File: src/rtl/bsync_pkg.sv
package bsync_pkg;
   typedef enum logic {
      SB_HUNT = 1'b0,
      SB_LOCK = 1'b1
   } sb_state_e;
endpackage

File: src/rtl/bsync_sat_counter.sv
module bsync_sat_counter #(
   parameter int CNT_W = 16
) (
   input  logic             clk,
   input  logic             rst,
   input  logic             inc,
   output logic [CNT_W-1:0] cnt_o
);
   localparam logic [CNT_W-1:0] CNT_MAX = '1;

   initial assert (CNT_W >= 2) else $error("bsync_sat_counter: CNT_W must be at least 2");

   logic [CNT_W-1:0] cnt_q;

   always_ff @(posedge clk) begin
      if (rst)
         cnt_q <= '0;
      else if (inc && cnt_q != CNT_MAX)
         cnt_q <= cnt_q + 1'b1;
   end

   assign cnt_o = cnt_q;


   sat_hold_chk: assert property (@(posedge clk) disable iff (rst)
      (cnt_q == CNT_MAX) |=> (cnt_q == CNT_MAX));


   step_one_chk: assert property (@(posedge clk) disable iff (rst)
      (inc && cnt_q != CNT_MAX) |=> (cnt_q == $past(cnt_q) + 1'b1));


   no_inc_stable_chk: assert property (@(posedge clk) disable iff (rst)
      !inc |=> $stable(cnt_q));
endmodule

File: src/rtl/bsync_tracker.sv
module bsync_tracker
   import bsync_pkg::*;
#(
   parameter int DATA_W = 8,
   parameter int LEN_W  = 8
) (
   input  logic              clk,
   input  logic              rst,
   input  logic              in_valid,
   input  logic [DATA_W-1:0] in_byte,
   input  logic [DATA_W-1:0] sync_value,
   input  logic [LEN_W-1:0]  frame_len,
   output logic              sync_hit,
   output logic              err_hit,
   output logic              frame_start_o,
   output logic              payload_o,
   output logic              frame_err_o
);
   localparam logic [LEN_W-1:0] MIN_LEN = LEN_W'(2);
   localparam logic [LEN_W-1:0] ONE     = LEN_W'(1);

   initial assert (LEN_W >= 2 && DATA_W >= 1) else $error("bsync_tracker: bad widths");

   sb_state_e        state_q, state_d;
   logic [LEN_W-1:0] pos_q, pos_d;
   logic             late_q, late_d;
   logic             start_d, pay_d, err_d;
   logic             is_sync, len_ok, at_end;

   assign is_sync = (in_byte == sync_value);
   assign len_ok  = (frame_len >= MIN_LEN);
   assign at_end  = (pos_q >= frame_len);

   always_comb begin
      state_d = state_q;
      pos_d   = pos_q;
      late_d  = late_q;
      start_d = 1'b0;
      pay_d   = 1'b0;
      err_d   = 1'b0;
      if (in_valid) begin
         if (!len_ok) begin
            state_d = SB_HUNT;
            pos_d   = '0;
            late_d  = 1'b0;
         end else begin
            unique case (state_q)
               SB_HUNT: begin
                  if (is_sync) begin
                     start_d = 1'b1;
                     err_d   = late_q;
                     late_d  = 1'b0;
                     state_d = SB_LOCK;
                     pos_d   = ONE;
                  end
               end
               SB_LOCK: begin
                  if (at_end) begin
                     if (is_sync) begin
                        start_d = 1'b1;
                        pos_d   = ONE;
                     end else begin
                        err_d   = 1'b1;
                        late_d  = 1'b1;
                        state_d = SB_HUNT;
                        pos_d   = '0;
                     end
                  end else if (is_sync) begin
                     start_d = 1'b1;
                     err_d   = 1'b1;
                     pos_d   = ONE;
                  end else begin
                     pay_d = 1'b1;
                     pos_d = pos_q + 1'b1;
                  end
               end
               default: state_d = SB_HUNT;
            endcase
         end
      end
   end

   always_ff @(posedge clk) begin
      if (rst) begin
         state_q       <= SB_HUNT;
         pos_q         <= '0;
         late_q        <= 1'b0;
         frame_start_o <= 1'b0;
         payload_o     <= 1'b0;
         frame_err_o   <= 1'b0;
      end else begin
         state_q       <= state_d;
         pos_q         <= pos_d;
         late_q        <= late_d;
         frame_start_o <= start_d;
         payload_o     <= pay_d;
         frame_err_o   <= err_d;
      end
   end

   assign sync_hit = start_d;
   assign err_hit  = err_d;


   idle_quiet_chk: assert property (@(posedge clk) disable iff (rst)
      !in_valid |=> (!frame_start_o && !payload_o && !frame_err_o));


   idle_pos_chk: assert property (@(posedge clk) disable iff (rst)
      !in_valid |=> $stable(pos_q));


   bad_len_quiet_chk: assert property (@(posedge clk) disable iff (rst)
      (in_valid && !len_ok) |=> (!frame_start_o && !payload_o && !frame_err_o && state_q == SB_HUNT));


   hunt_ignore_chk: assert property (@(posedge clk) disable iff (rst)
      (state_q == SB_HUNT && in_valid && !is_sync) |=> (!frame_start_o && !payload_o && !frame_err_o));


   loss_to_hunt_chk: assert property (@(posedge clk) disable iff (rst)
      (state_q == SB_LOCK && in_valid && len_ok && at_end && !is_sync) |=> (frame_err_o && state_q == SB_HUNT));


   pulse_excl_chk: assert property (@(posedge clk) disable iff (rst)
      $onehot0({frame_start_o, payload_o}));
endmodule

File: src/rtl/bsync_framer.sv
module bsync_framer #(
   parameter int DATA_W = 8,
   parameter int LEN_W  = 8,
   parameter int CNT_W  = 16
) (
   input  logic              clk,
   input  logic              rst,
   input  logic              in_valid,
   input  logic [DATA_W-1:0] in_byte,
   input  logic [DATA_W-1:0] sync_value,
   input  logic [LEN_W-1:0]  frame_len,
   output logic              frame_start,
   output logic              payload_valid,
   output logic              frame_err,
   output logic [CNT_W-1:0]  sync_count,
   output logic [CNT_W-1:0]  err_count
);
   localparam int N_CNT = 2;

   logic             sync_hit, err_hit;
   logic [N_CNT-1:0] inc_vec;
   logic [CNT_W-1:0] cnt_vec [N_CNT];

   bsync_tracker #(
      .DATA_W(DATA_W),
      .LEN_W (LEN_W)
   ) trk_i (
      .clk          (clk),
      .rst          (rst),
      .in_valid     (in_valid),
      .in_byte      (in_byte),
      .sync_value   (sync_value),
      .frame_len    (frame_len),
      .sync_hit     (sync_hit),
      .err_hit      (err_hit),
      .frame_start_o(frame_start),
      .payload_o    (payload_valid),
      .frame_err_o  (frame_err)
   );

   assign inc_vec = {err_hit, sync_hit};

   for (genvar gi = 0; gi < N_CNT; gi++) begin : g_cnt
      bsync_sat_counter #(.CNT_W(CNT_W)) cnt_i (
         .clk  (clk),
         .rst  (rst),
         .inc  (inc_vec[gi]),
         .cnt_o(cnt_vec[gi])
      );
   end

   assign sync_count = cnt_vec[0];
   assign err_count  = cnt_vec[1];


   err_counted_chk: assert property (@(posedge clk) disable iff (rst)
      (frame_err && $past(err_count) != '1) |-> (err_count == $past(err_count) + 1'b1));


   start_counted_chk: assert property (@(posedge clk) disable iff (rst)
      (frame_start && $past(sync_count) != '1) |-> (sync_count == $past(sync_count) + 1'b1));
endmodule

File: config.mk
export PLATFORM = sky130hd
export DESIGN_NAME = bsync_framer
export DESIGN_NICKNAME = d
export VERILOG_FILES = /design/src/rtl/bsync_pkg.sv /design/src/rtl/bsync_sat_counter.sv /design/src/rtl/bsync_tracker.sv /design/src/rtl/bsync_framer.sv
export SDC_FILE = /design/constraint.sdc
export NUM_CORES = 1
export LEC_CHECK = 0
export ABC_AREA = 1
export BUFFER_PORTS_ARGS = -buffer_cell sky130_fd_sc_hd__buf_2
export CAP_MARGIN = 25
export CORE_UTILIZATION = 55
export CTS_BUF_LIST = sky130_fd_sc_hd__clkbuf_2
export CTS_CLUSTER_DIAMETER = 80
export DETAILED_ROUTE_END_ITERATION = 6
export PLACE_DENSITY = 0.83
export SETUP_SLACK_MARGIN = 0.4
export SYNTH_ARGS = -nofsm -noshare
export SYNTH_HDL_FRONTEND = slang
export SYNTH_SLANG_ARGS = --single-unit
File: constraint.sdc
create_clock -name clk -period 2.7 [get_ports clk]
set_input_delay 0.27 -clock clk [delete_from_list [all_inputs] [get_ports clk]]
set_output_delay 0.27 -clock clk [all_outputs]
set_load 0.1 [all_outputs]
Word level (Yosys, flattened, before mapping)

Cells that the tools add are included.

Register bits after elaboration: 45
Input bits: 27

$add $sub $neg: 3
Magnitude comparators: 2
Equality and inequality tests: 6
Muxes and demuxes: 23
Bitwise operators: 3
Reduce and logical (&&, ||, !) cells: 5

Operators by type and width:

| kind                  | number |
|---|---|
| $add 16x1->16 const B | 2 |
| $mux 8                | 4 |
| $ne 16x16->1 const B  | 2 |
| $pmux 8 s2            | 1 |
| $mux 1                | 15 |
| $add 8x1->8 const B   | 1 |
| $eq 8x8->1            | 1 |
| $ge 8x2->1 const B    | 1 |
| $ge 8x8->1            | 1 |
| $ne 3x3->1 const B    | 2 |
| $pmux 1 s2            | 3 |
| $reduce_or 5->1       | 1 |
| $reduce_and 4->1      | 1 |
| $ne 3x2->1 const B    | 1 |
| $not 1->1             | 3 |
| $logic_and 1x1->1     | 2 |
| $reduce_and 2->1      | 1 |

Logic depth before layout (Yosys ltp)

Gate-level depths: netlist of run 1.

Word-level depth: 7
Gate-level depth with buffers: 17
Depth with buffers taken out: 17

Cells and area by module

A second synthesis of run 1 with hierarchy kept.

Cells, all modules: 480
Area, all modules: 2,961.6 um2

By module, submodules not included:

| module            | instances | cells each | area an instance (um2) | seq. area each (um2) |
|---|---|---|---|---|
| bsync_sat_counter | 2         | 149        | 929.6                  | 320.3 |
| bsync_tracker     | 1         | 182        | 1,102.3                | 260.2 |

Least setup slack after synthesis of run 1

No wires, ideal clock.

Path kind: flip-flop to flip-flop
Start: register g_cnt[1].cnt_i.cnt_q[1]
End: register g_cnt[1].cnt_i.cnt_q[7]
Library setup time: 131 ps
Arrival: 2,456 ps
Required time: 2,569 ps
Path slack: 113 ps
Cell stages (with the launch flop): 10
Buffers on the path: 2
Clock period less this slack: 2,587 ps
Path through: dfxtp_1 -> ha_1 -> nand3_1 -> nor2_4 -> nand3b_2 -> or2_1 -> buf_6 -> buf_1 -> nand4_1 -> a21oi_2

Cells in the longest elaborated chain, start to end: 2
Elaborated cells on any way between the ends: 3

Ends and longest elaborated chain:

| element                                               | line                    | text |
|---|---|---|
| start, declared                                       | bsync_sat_counter.sv:13 | `logic [CNT_W-1:0] cnt_q;` |
| start signal, assigned                                | bsync_sat_counter.sv:19 | `cnt_q <= cnt_q + 1'b1;` |
| branches (longest 2 deep; another with $add 16x1->16) | n/a                     |  |

Parallel ways; which one is timed is not known.
A chain may end at the register's enable or synchronous reset.

Worst setup path in the final report of run 1

Start: register trk_i.pos_q[5]
End: register g_cnt[1].cnt_i.cnt_q[10]

Cells in the longest elaborated chain, start to end: 6

Ends and longest elaborated chain:

| element                | line                    | text |
|---|---|---|
| start, declared        | bsync_tracker.sv:25     | `logic [LEN_W-1:0] pos_q, pos_d;` |
| start signal, assigned | bsync_tracker.sv:93     | `pos_q <= pos_d;` |
| $ge 8x8->1             | bsync_tracker.sv:32     | `assign at_end = (pos_q >= frame_len);` |
| $mux 1                 | bsync_tracker.sv:58     | `if (at_end) begin` |
| $pmux 1 s2             | bsync_tracker.sv:47     | `unique case (state_q)` |
| $mux 1                 | bsync_tracker.sv:42     | `if (!len_ok) begin` |
| $mux 1                 | bsync_tracker.sv:41     | `if (in_valid) begin` |
| $logic_and 1x1->1      | bsync_sat_counter.sv:18 | `else if (inc && cnt_q != CNT_MAX)` |

Every way passes these cells.

==> impl_metrics.yaml, run 1 <==
clocking:
  h-tree-depth: 2
  cts_buffers: 5
  clock-sinks: 45
  cts_tree: "yes"
  cts_root_buffer: "clkbuf_2"
  hold_buffers: 0
  clkTransAtPathRegs_ps: 250
  clkLatencyLatePin_ps: 430
  clk_path_buf_depth: 2
sta:
  fin_tns_setup_ps: 0
  skew_ps: 29.5
  rsz0062_at_grt: "false"
  fin_crit_sh_pct: 83.6
  setup_violations: 0
  min_period_ps: 2260
  slew_headroom_pct: 56.0
  hold_viol: 0
  drv_slew: 0
  fin_ws_ps: 442
  worst_pin_slew_ps: 660
  fmax_ghz: 0.443
synthesis:
  seq_area_frac_synth_pct: 31.2
  synth_top_cell_area_share_pct: 31.2
  syn_area_um2: 2890
  synth.area.top_cells: "dfxtp_1, nand2_1, inv_1"
  syn_inst: 442
  synth_cell_types: 30
  yosysWarnings: 0
  synth_area_per_cell_um2: 6.54
  yosysTopAreaCell: "dfxtp_1"
  postSynthNetCount: 481
  ys_ff_latch: 45
power_and_ir_drop:
  p_per_area_nw_per_um2: 330
  max-vdd-ir-drop_uv: 252
  leakage_nw: 1.59
setup_path:
  critPathRequiredTime_ps: 3090
  cp-end-kind: "flop"
  path_class: "flop to flop"
  path_delay_family: "simple AND/OR/NAND/NOR gates"
  cp_slowest_cell: "dfxtp_2"
  path_max_fanout: 8
  crit_chain: "ha_4, a21oi_2, nor2_1, nor3_2, nand2_2, ha_4, nand2_2, nand2_2, nor2_4, clkbuf_4, nand4_1, a21oi_1"
  cp.arrival_ps: 2650
  slowest_delay_ps: 420
  critical_path_buf_inv_count: 1
  start_kind: "flop"
  cpMostUsedCell: "nand2_2"
global_routing:
  grt_pass1_wl_um: 10800
  grt_use_total_pct: 24.8
  grt_start_max_net_pins: 34
  antenna_found_initial: 0
  grt-ovfl-total: 0
  first_global_vias: 2629
floorplanning:
  coreArea_um2: 5070
  io_pins: 62
  dieArea_um2: 5550
  start_util_pct: 56.9
  die_h_um: 74.5
  die_w_um: 74.5
  std_cell_rows: 26
placed_design:
  port_buffers: 61
  gp_congestion: 0.867
  dpl.hpwl_um: 4830
  post-place-ws_ps: 283
  place_area_um2: 3260
drt:
  vias: 3097
  ant_nets: 0
  vias_per_cell: 5.37
  wire_per_inst_um: 12.0
  initialDrtViolationCount: 190
  drt_wl_total_um: 6900
  first_pass_iters: 6
  post-route-drc-count: 0
status:
  status: "finished, final reports clean"
hold_path:
  hold_path_class: "primary input to flop"
cells_and_area:
  area_delta_synth_final_pct: 19.7
  stdcell_area_um2: 3460
  final_util_pct: 68.2
  nNetsFinal: 545
  num_antenna_cells: 0
  drive_gt1_share_pct: 22.7
job:
  cap_violations: 0
==> tightest hold or removal path: stages <==
cell,delay [ps]
buf_2,100
inv_1,130
nand2_1,110
nor2_1,30
==> Yosys cell counts <==
library cell	instances
nor3_1	7
nand3b_1	2
buf_2	2
ha_1	12
nand2_1	120
buf_1	2
xor2_1	13
nand3_1	37
nand3b_2	1
buf_4	1
o21bai_1	2
nor2_1	49
nand3_4	1
buf_6	2
inv_1	53
xnor2_1	12
nand4_1	27
dfxtp_1	45
and2_1	1
inv_2	1
nand2_2	1
a21oi_2	3
o21ai_0	5
o211ai_1	1
a21oi_1	31
nor2_4	1
o21a_1	1
or2_1	1
nor2_2	2
clkbuf_1	6
==> layer usage <==
layer  global-route usage, %  routed length [µm]  part of all wire [%]
met5                       0                   0                     0
met4                    7.97                  96                   1.4
met3                    4.74                 424                   6.1
met2                    44.0                3340                    48
met1                    29.9                3040                    44
==> through the flow <==
step	std cells	total power (W)	hold WS, ps
after CTS	574	0.00114	170
after detailed placement	565	0.000751	462
after global placement	565	0.000749	465
after global routing	577	0.00118	163
after floorplan	442	0.000721	437
final	577	0.00114	196
==> layout by cell type, fill, tap and decap left out, drive strengths merged, types with 13 or more instances in the layout <==
cell,count
a21oi,34
buf,68
dfxtp,45
inv,54
nand2,121
nand3,39
nand4,27
nor2,52
xor2,13
==> registers in the layout, summed over array words and instances (netlist names) <==
name                 flops
g_cnt.cnt_i.cnt_o       32
trk_i.pos_q              8
trk_i.frame_err_o        1
trk_i.frame_start_o      1
trk_i.late_q             1
trk_i.payload_o          1
trk_i.state_q            1
==> timing repair <==
item                                    CTS  global route
buffers inserted                          1             1
pin swaps                                 0            11
endpoints found under the setup margin   16            16
resized for setup                         3            18
gates cloned                              0             2
==> final cells by class <==
| type | instances | area [µm²] |
|---|---|---|
| Clock inverter | 2 | 38.8 |
| Multi-Input combinational cell | 331 | 1810 |
| Inverter | 54 | 203 |
| Clock buffer | 6 | 30.0 |
| Sequential cell | 45 | 920 |
| Timing Repair Buffer | 69 | 369 |
| Tap cell | 70 | 87.6 |
| Fill cell | 471 | 1620 |
==> final timing paths <==
kind | start | end | slack (ps) | cells past startpoint
max | trk_i.pos_q[5] | g_cnt[1].cnt_i.cnt_o[10] | 440 | 12
min | rst | g_cnt[1].cnt_i.cnt_o[0] | 200 | 4
max reg2reg | trk_i.pos_q[5] | g_cnt[1].cnt_i.cnt_o[10] | 440 | 12
min reg2reg | trk_i.late_q | trk_i.late_q | 510 | 2
==> cells by family after synthesis <==
group | after synthesis | share of synthesized area (%)
adder cells (fa/ha/maj) | 12 | 5.20
flip-flops | 45 | 31.2
AO/OA/AOI/OAI | 43 | 8.19
AND/OR/NAND/NOR | 250 | 38.4
XOR/XNOR | 25 | 7.58
buffers and inverters | 67 | 9.44
==> report_power, final <==
group	leakage, nW	internal (W)	switching, W
clock	0.0432	0.000162	0.000233
combinational	1.18	0.0000329	0.0000470
sequential	0.370	0.000666	0.000000179
total	1.59	0.000861	0.000280
Power figures use the tool's default switching activity.
==> inputs of run 2 (changes only) <==
--- a/config.mk
+++ b/config.mk
@@ -8,11 +8,11 @@
 export ABC_AREA = 1
 export BUFFER_PORTS_ARGS = -buffer_cell sky130_fd_sc_hd__buf_2
 export CAP_MARGIN = 25
-export CORE_UTILIZATION = 55
+export CORE_UTILIZATION = 51
 export CTS_BUF_LIST = sky130_fd_sc_hd__clkbuf_2
 export CTS_CLUSTER_DIAMETER = 80
 export DETAILED_ROUTE_END_ITERATION = 6
-export PLACE_DENSITY = 0.83
+export PLACE_DENSITY = 0.81
 export SETUP_SLACK_MARGIN = 0.4
 export SYNTH_ARGS = -nofsm -noshare
 export SYNTH_HDL_FRONTEND = slang
==> constraint.sdc (replaced) <==
create_clock -name clk -period 2 [get_ports clk]
set_input_delay 0.2 -clock clk [delete_from_list [all_inputs] [get_ports clk]]
set_output_delay 0.2 -clock clk [all_outputs]
set_load 0.1 [all_outputs]
==> run 2 against run 1 <==
The run now ends with setup timing left. Fmax up 2.5%. First-iteration DRC count up 26%. Global-route usage up 1.5 points. Total power up 22%. Worst hold slack worse by 5.5 ps. Wire length up 22%. Non-clock buffer count up 34. Core utilization up 4.1 points. Cell area up 14%. Clock power down 3%. Die area up 7.6%.
==> impl_metrics.yaml, run 2 (same netlist as run 1, synthesis figures left out) <==
setup_path:
  cp.arrival_ps: 2550
  cp_slowest_cell: "dfxtp_2"
  path_class: "flop to flop"
  path_max_fanout: 3
  critPathRequiredTime_ps: 2350
  slowest_delay_ps: 380
  crit_chain: "inv_2, ha_4, o21ai_2, nand2_1, nand2_1, nand2_1, nand2_2, buf_4, buf_6, buf_6, buf_6, buf_6, buf_6, buf_6, nand4_1, buf_4, buf_4, nor3_2"
  critical_path_buf_inv_count: 10
  start_kind: "flop"
  path_delay_family: "buffers and inverters"
  cp-end-kind: "flop"
  cpMostUsedCell: "buf_6"
global_routing:
  first_global_vias: 3033
  antenna_found_initial: 0
  grt_pass1_wl_um: 12800
  grt_use_total_pct: 26.2
  grt-ovfl-total: 0
  grt_start_max_net_pins: 34
sta:
  setup_violations: 25
  drv_slew: 0
  fmax_ghz: 0.454
  hold_viol: 0
  fin_crit_sh_pct: 110
  fin_ws_ps: -203
  fin_tns_setup_ps: -2860
  worst_pin_slew_ps: 499
  rsz0062_at_grt: "true"
  min_period_ps: 2200
  slew_headroom_pct: 66.7
  skew_ps: 39.2
power_and_ir_drop:
  max-vdd-ir-drop_uv: 240
  switching_share_pct: 27.3
  p_int_w: 0.00101
  combPwrFrac_pct: 8.6
  clockPowerShare_pct: 27.8
  power_w: 0.00139
  leakage_nw: 1.80
  p_seq_share_pct: 63.7
  p_switching_w: 0.000380
  p_per_area_nw_per_um2: 352
drt:
  post-route-drc-count: 0
  ant_nets: 0
  vias: 3331
  vias_per_cell: 5.42
  first_pass_iters: 5
  drt_wl_total_um: 8440
  initialDrtViolationCount: 240
  wire_per_inst_um: 13.7
cells_and_area:
  num_antenna_cells: 0
  largest_reg_flops: 32
  area_delta_synth_final_pct: 36.9
  fillCellCount: 430
  drive_gt1_share_pct: 34.6
  regArea_um2: 966
  multi_input_area_um2: 1960
  stdcell_area_um2: 3950
  final_cell_mix: "nand2_1, buf_2, inv_1"
  nNetsFinal: 581
  final_common_cell: "nand2_1"
status:
  violations: "setup timing"
  status: "finished with violations"
clocking:
  clock-sinks: 45
  clk_path_buf_depth: 2
  clkLatencyLatePin_ps: 430
  cts_tree: "yes"
  cts_buffers: 5
  clkTransAtPathRegs_ps: 220
  cts_root_buffer: "clkbuf_2"
  h-tree-depth: 2
placed_design:
  post-place-ws_ps: -170
  place_area_um2: 3500
  gp_congestion: 0.860
  port_buffers: 61
  dpl.hpwl_um: 5090
floorplanning:
  start_util_pct: 52.8
  io_pins: 62
  coreArea_um2: 5470
  dieArea_um2: 5970
  die_w_um: 77.3
  std_cell_rows: 27
  die_h_um: 77.3
hold_path:
  hold_path_class: "primary input to flop"
job:
  cap_violations: 0
-- run 2: cell count changes in the layout (fill, tap and decap cells not counted), sizes merged --
| cell | change |
|---|---|
| nand2 | +1 |
| clkinv | +2 |
| clkbuf | +3 |
| bufinv | -1 |
| nand3 | +1 |
| buf | +30 |
-- run 2: worst min-delay path, delay by kind of cell --
kind | cells | cell delay (ps)
buffers and inverters | 1 | 80
AND/OR/NAND/NOR | 4 | 240
XOR/XNOR | 1 | 60
-- run 2: metrics by stage --
stage | util [%] | hold slack, ps | cells
2_1_floorplan | - | 382 | 442
3_3_place_gp | 64.0 | 465 | 583
3_5_place_dp | 64.0 | 461 | 583
4_1_cts | 68.4 | 171 | 606
5_1_grt | 72.2 | 198 | 615
6_report | 72.2 | 190 | 615
-- run 2: area by class of cell --
class,count,area share (%)
clock buffers,5,0.633
repair buffers,103,17.4
flip-flops and latches,45,24.4
inverters,54,5.25
clock inverters,3,0.316
multi-input cells,333,49.7
well taps,72,2.28
-- run 2: final timing paths --
| path | start | end | slack (ps) | cells past startpoint |
|---|---|---|---|---|
| worst max-delay path | trk_i.pos_q[0] | trk_i.payload_o | -200 | 18 |
| worst min-delay path | in_byte[2] | trk_i.frame_start_o | 190 | 6 |
| worst max register to register | trk_i.pos_q[0] | trk_i.payload_o | -200 | 18 |
| worst min register to register | g_cnt[1].cnt_i.cnt_o[9] | g_cnt[1].cnt_i.cnt_o[9] | 510 | 2 |
-- run 2: per-layer routing --
metal / global-route usage (%) / wire, µm / vias up / share of wire, %
met3: 3.93 / 470 / 13 / 5.6
li1: - / - / 1640 / -
met2: 48.2 / 4360 / 131 / 52
met4: 10.0 / 110 / 0 / 1.3
met5: 0 / 0 / - / 0
met1: 30.2 / 3500 / 1547 / 41
-- run 2: power by group through the flow --
stage | Clock (W) | Combinational, W | Sequential (W)
after CTS | 0.000390 | 0.000110 | 0.000885
final | 0.000386 | 0.000119 | 0.000885
after global routing | 0.000420 | 0.000133 | 0.000886
after detailed placement | 0 | 0.000102 | 0.000903
after floorplan | 0 | 0.0000570 | 0.000904
after global placement | 0 | 0.0000985 | 0.000903
-- run 2: repair_timing --
item	CTS	global route
gates cloned	2	1
pin swaps	11	19
gates resized for setup	17	36
endpoints found under the setup margin	38	48
hold buffers	0	0
buffers inserted	13	8
